### src/rtl/npc_unit.sv
module npc_unit #(
  parameter logic [31:0] RESET_VEC = 32'h0000_1000
) (
  input  logic        clk,
  input  logic        rst_n,
  input  logic        valid,
  input  logic [31:0] instr,
  input  logic [31:0] rs1_val,
  input  logic [31:0] rs2_val,
  output logic [31:0] pc,
  output logic [31:0] next_pc,
  output logic        link_we,
  output logic [4:0]  link_rd,
  output logic [31:0] link_data,
  output logic        misalign_exc
);

  localparam logic [6:0] OP_BRANCH = 7'b1100011;
  localparam logic [6:0] OP_JAL    = 7'b1101111;
  localparam logic [6:0] OP_JALR   = 7'b1100111;

  logic [6:0]  opcode;
  logic [2:0]  funct3;
  logic        is_br, is_jal, is_jalr;
  logic [31:0] br_off, jal_off, i_imm, jalr_tgt, seq_pc;
  logic        eq, lt_s, lt_u, taken;

  assign opcode  = instr[6:0];
  assign funct3  = instr[14:12];
  assign link_rd = instr[11:7];

  assign is_br   = valid && opcode == OP_BRANCH;
  assign is_jal  = valid && opcode == OP_JAL;
  assign is_jalr = valid && opcode == OP_JALR && funct3 == 3'b000;

  assign br_off  = {{19{instr[31]}}, instr[31], instr[7], instr[30:25], instr[11:8], 1'b0};
  assign jal_off = {{11{instr[31]}}, instr[31], instr[19:12], instr[20], instr[30:21], 1'b0};
  assign i_imm   = {{20{instr[31]}}, instr[31:20]};

  assign eq   = rs1_val == rs2_val;
  assign lt_s = $signed(rs1_val) < $signed(rs2_val);
  assign lt_u = rs1_val < rs2_val;

  always_comb begin
    case (funct3)
      3'b000:  taken = eq;
      3'b001:  taken = !eq;
      3'b100:  taken = lt_s;
      3'b101:  taken = !lt_s;
      3'b110:  taken = lt_u;
      3'b111:  taken = !lt_u;
      default: taken = 1'b0;
    endcase
  end

  assign seq_pc       = pc + 32'd4;
  assign jalr_tgt     = rs1_val + i_imm;
  assign misalign_exc = is_jalr && jalr_tgt[1];
  assign link_data    = seq_pc;
  assign link_we      = (is_jal || (is_jalr && !jalr_tgt[1])) && link_rd != 5'd0;

  always_comb begin
    if (!valid || misalign_exc) next_pc = pc;
    else if (is_jal)            next_pc = pc + jal_off;
    else if (is_jalr)           next_pc = {jalr_tgt[31:1], 1'b0};
    else if (is_br && taken)    next_pc = pc + br_off;
    else                        next_pc = seq_pc;
  end

  always_ff @(posedge clk) begin
    if (!rst_n)                      pc <= RESET_VEC;
    else if (valid && !misalign_exc) pc <= next_pc;
  end

endmodule


### config.mk
export PLATFORM = sky130hd
export DESIGN_NAME = npc_unit
export DESIGN_NICKNAME = d
export VERILOG_FILES = /design/src/rtl/npc_unit.sv
export SDC_FILE = /design/constraint.sdc
export NUM_CORES = 1
export LEC_CHECK = 0
export CAP_MARGIN = 20
export CORE_AREA = 2 2 197 102
export CTS_BUF_LIST = sky130_fd_sc_hd__clkbuf_8 sky130_fd_sc_hd__clkbuf_16
export CTS_CLUSTER_DIAMETER = 100
export CTS_CLUSTER_SIZE = 40
export DETAILED_ROUTE_END_ITERATION = 12
export DIE_AREA = 0 0 199 104
export HOLD_SLACK_MARGIN = 0.03
export PLACE_DENSITY = 0.76
export SETUP_SLACK_MARGIN = 0.02
export SYNTH_ARGS = -nofsm -noshare
export SYNTH_HDL_FRONTEND = slang
export SYNTH_SLANG_ARGS = --single-unit
### constraint.sdc
create_clock -name clk -period 3.3 [get_ports clk]
set_input_delay 0.33 -clock clk [delete_from_list [all_inputs] [get_ports clk]]
set_output_delay 0.33 -clock clk [all_outputs]
set_load 0.03 [all_outputs]
== Yosys cells after proc, flatten, opt, wreduce, memory -nomap -nowiden ==
Index checks and enable logic that the tools add are counted.

* Register bits: 32
* Bits of input ports: 99
* Output and inout port bits: 103

* Add/subtract/negate cells: 4
* $lt $le $gt $ge: 2
* Equality and inequality tests: 9
* Multiplexer cells: 5
* Reduce and logical (&&, ||, !) cells: 19

{| class="wikitable"
|+ Operator list
! cell !! count
|-
| 2-to-1 mux 32 bit || 4
|-
| adder 32 bit || 3
|-
| less-than comparator 32 bit || 2
|-
| adder 32 x 3 -> 32 bit, second input constant || 1
|-
| == test 32 bit || 1
|-
| == test 7 bit, second input constant || 3
|-
| == test 3 bit, second input constant || 4
|-
| logical AND 1 bit || 9
|-
| zero test 1 bit || 6
|-
| one-hot mux 1 bit (6 select lines) || 1
|-
| nonzero test 5 bit || 1
|-
| == test 3 x 1 -> 1 bit, second input constant || 1
|-
| zero test 3 bit || 1
|-
| logical OR 1 bit || 2
|}

== Logic depth before layout (Yosys ltp) ==
* Depth after elaboration: 8
* Mapped depth: 13

== Worst setup path after synthesis ==
Ideal clock, no wire load.

* Path type: reg-to-output
* Start point: register pc[2]
* End point: output next_pc[31]
* Data arrival time: 3.747 ns
* Path slack: -0.777 ns
* Stages on the path, launching flop included: 12
* Buffers on the path: 0
* Cell sequence: dfxtp_1 -> inv_1 -> fa_1 -> nor2b_1 -> o31ai_2 -> a211oi_1 -> o41ai_4 -> o311ai_1 -> a21oi_1 -> xor2_1 -> mux2i_1 -> nor3_1

* Word-level cells in the longest chain between the ends: 5
* Elaborated cells between the ends (all ways): 7
* Classes of those cells: 3 x add/sub; 4 x mux

{| class="wikitable"
|+ Ends and longest elaborated chain
! what !! line !! RTL
|-
| start, declared || 10 || <nowiki>output logic [31:0] pc,</nowiki>
|-
| start signal, assigned || 72 || <nowiki>else if (valid && !misalign_exc) pc <= next_pc;</nowiki>
|-
| adder 32 x 3 -> 32 bit or adder 32 bit (tied branches) || 56, 66 ||
|-
| 2-to-1 mux 32 bit || 66 || <nowiki>else if (is_br && taken) next_pc = pc + br_off;</nowiki>
|-
| 2-to-1 mux 32 bit || 65 || <nowiki>else if (is_jalr) next_pc = {jalr_tgt[31:1], 1'b0};</nowiki>
|-
| 2-to-1 mux 32 bit (*) || 64 || <nowiki>else if (is_jal) next_pc = pc + jal_off;</nowiki>
|-
| 2-to-1 mux 32 bit (*) || 63 || <nowiki>if (!valid || misalign_exc) next_pc = pc;</nowiki>
|-
| end, declared || 11 || <nowiki>output logic [31:0] next_pc,</nowiki>
|}

Mark *: on every way between the ends. The rest lies on a longest branch, timed or not.

== Worst setup path in the final report ==
* Start point: register pc[1]
* End point: output next_pc[25]

The elaborated chain is that of the path after synthesis.

==> results.yml <==
status:
  status: "complete, but fails checks"
  failed_checks: "setup timing"
clock_network:
  clock_path_buffers: 2
  cts_sinks: 32
  clk_root_buffer_cell: "clkbuf_16"
  cts-buffers-inserted: 5
  cts_tree: "built"
  htree_levels: 2
  ctsHoldBuffers: 0
  clk_pin_slew_ns: 0.06
  clk_latency_ns: 0.30
setup_path:
  worstSetupStartpointType: "flop"
  slowest_stage: "or4_4"
  worstSetupEndpointType: "primary output"
  crit_type: "reg2out"
  critPathRequiredTime_ns: 2.97
  crit_chain: "ha_4 -> inv_2 -> fa_2 -> nor2b_4 -> o31ai_4 -> a211oi_4 -> o41ai_4 -> o311ai_2 -> buf_4 -> a31oi_4 -> and3_4 -> or4_4 -> buf_6"
  reg2reg_setup_slack_ns: 0.01
  max_stage_delay_ns: 0.52
  critPathArrivalTime_ns: 3.39
  cp_max_fo: 4
route:
  first_pass_iters: 6
  wl_mm: 47.5
  drc: 0
  viasPerCell: 6.30
  drtIter0Drc: 1632
  vias: 12400
  postRouteAntennaNets: 0
  wl_per_cell_um: 24.2
final_layout:
  design_area_um2: 15700
  n_fill_cell: 1096
  seq_area_um2: 657
  final_layout_size_suffix_gt1_share_pct: 50.5
  nets: 1901
  largest_reg_flops: 32
  area_growth_pct: 100
  largest_registers: "pc x32"
  multi_input_area_um2: 8790
  regMostFlops: "pc"
grt:
  grt_antenna_before_repair: 1
  grt_pass1_wl_mm: 65.9
  grt_pass1_vias: 11300
  grt_max_degree: 26
  grt_use_total_pct: 41.8
  gr-total-overflow: 0
logic_synthesis:
  async_flop_share_pct: 0
  synth_top_cells_by_count: "ha_1 (106), a21oi_1 (101), nand2_1 (80)"
  syn_inst: 1092
  synth_warnings: 0
  yosys-top-cells-area: "ha_1 (17%), dfxtp_1 (8.2%), xnor2_1 (6.9%)"
  yosys_register_bits: 32
  syn_avg_cell_area_um2: 7.18
  yosysTopAreaCellShare_pct: 16.9
  yosysMostFrequentCell: "ha_1"
  syn-num-nets: 1300
  ys_seq_area_share_pct: 8.17
  synth_area_um2: 7840
  synth-main-ff-cell: "dfxtp_1"
  yosys.area.top_type: "ha_1"
  synth-edff-count: 0
  synth_cell_types: 79
die:
  fp.dieH_um: 104
  fp-row-count: 36
  initial_core_util_pct: 41.1
  die_w_um: 199
  io_pins: 202
  coreArea_um2: 19100
  dieArea_um2: 20700
placement:
  dpl.hpwl_mm: 33.0
  io_buffers: 201
  pre_cts_ws_ns: -0.822
  gp_congestion: 1.10
  placed_cell_area_um2: 12800
sta:
  hold_viol: 0
  fin_crit_sh_pct: 113
  rsz0062_at_grt: "yes"
  finalWorstSetupSlack_ns: -0.419
  maxSlewViolCount: 0
  slew-limit-headroom_pct: 57.0
  fmax_mhz: 269
  setup_violations: 31
  min_period_ns: 3.72
  skew_ns: 0.00375
  finalSetupTns_ns: -6.05
  worst_slew_pin_slew_ns: 0.638
power:
  swShare_pct: 42.8
  power_frac_clock_pct: 21.3
  ir_worst_vdd_uv: 173
  p_switching_mw: 1.18
  seq_power_share_pct: 14.7
  p_leak_nw: 6.99
  p_total_mw: 2.76
  p_int_mw: 1.58
  power_frac_comb_pct: 64.0
  p_per_area_nw_per_um2: 176
flow_run:
  drv_cap: 0
min_path:
  hold_class: "reg2reg"
worst paths after layout:
kind	cells after the start	start	end
worst max register to register	15	pc[8]	pc[22]
worst min register to register	1	pc[0]	pc[0]
worst max-delay path	13	pc[1]	next_pc[25]
worst min-delay path	1	pc[0]	pc[0]
worst max-delay path, delay by kind of cell, from the launching register on:
family | cells | cell delay [ns]
compound gates | 5 | 0.93
buf+inv | 3 | 0.39
fa+ha+maj | 2 | 0.49
flops | 1 | 0.37
simple gates | 3 | 0.91
power by group through the flow:
stage / logic, mW / registers, mW / clock network, mW
global route: 1.85 / 0.405 / 0.590
floorplan: 0.668 / 0.433 / 0
detailed placement: 1.41 / 0.413 / 0
finish: 1.77 / 0.405 / 0.588
CTS: 1.58 / 0.405 / 0.577
global placement: 1.38 / 0.412 / 0
metrics by stage:
stage | utilization, % | instances | hold WS [ns]
2_1_floorplan | - | 1092 | 0.498
3_3_place_gp | 67.3 | 1870 | 0.506
3_5_place_dp | 67.3 | 1870 | 0.530
4_1_cts | 78.0 | 1930 | 0.541
5_1_grt | 82.4 | 1960 | 0.563
6_report | 82.5 | 1962 | 0.558
metal layers:
| metal | global-route usage (%) | routed length (um) | vias to the layer above |
|---|---|---|---|
| met5 | 0 | 0 | - |
| li1 | - | - | 5319 |
| met1 | 56.7 | 19200 | 5836 |
| met2 | 57.9 | 18700 | 1029 |
| met4 | 10.4 | 1710 | 0 |
| met3 | 20.8 | 7920 | 186 |
repair_timing:
action                     in CTS  in global routing
resized for setup             580                148
setup buffers                  56                 35
pin swaps                     147                100
gates cloned                    1                  4
setup endpoints to repair      58                 40
cell families (layout without fill, tap and decap cells):
group	Yosys count	count (layout)	synth area share (%)
flip-flops	32	32	8.17
XOR/XNOR	93	93	10.4
AO/OA/AOI/OAI	377	377	32.5
adder cells (fa/ha/maj)	109	109	17.7
other	0	2	0
buffers and inverters	105	707	5.73
AND/OR/NAND/NOR	363	363	23.8
multiplexers	13	13	1.69
final cells by class:
cell class,count,share of cell area (%)
Tap cell,266,2.12
Sequential cell,32,4.18
Clock buffer,5,0.796
Antenna cell,2,0.0319
Multi-Input combinational cell,955,55.9
Timing Repair Buffer,644,35.3
Clock inverter,3,0.247
Inverter,55,1.37
layout by cell type, fill, tap and decap left out, types with 30 or more instances in the layout:
master and count:
buf_4 408, a21oi_1 72, clkdlybuf4s50_1 70, nand2_1 68, nor2_1 65, buf_6 62
ha_1 53, ha_4 52, xnor2_1 50, o21ai_0 34, inv_2 32, buf_2 30
Note: power is estimated with default switching activity, not from simulation.
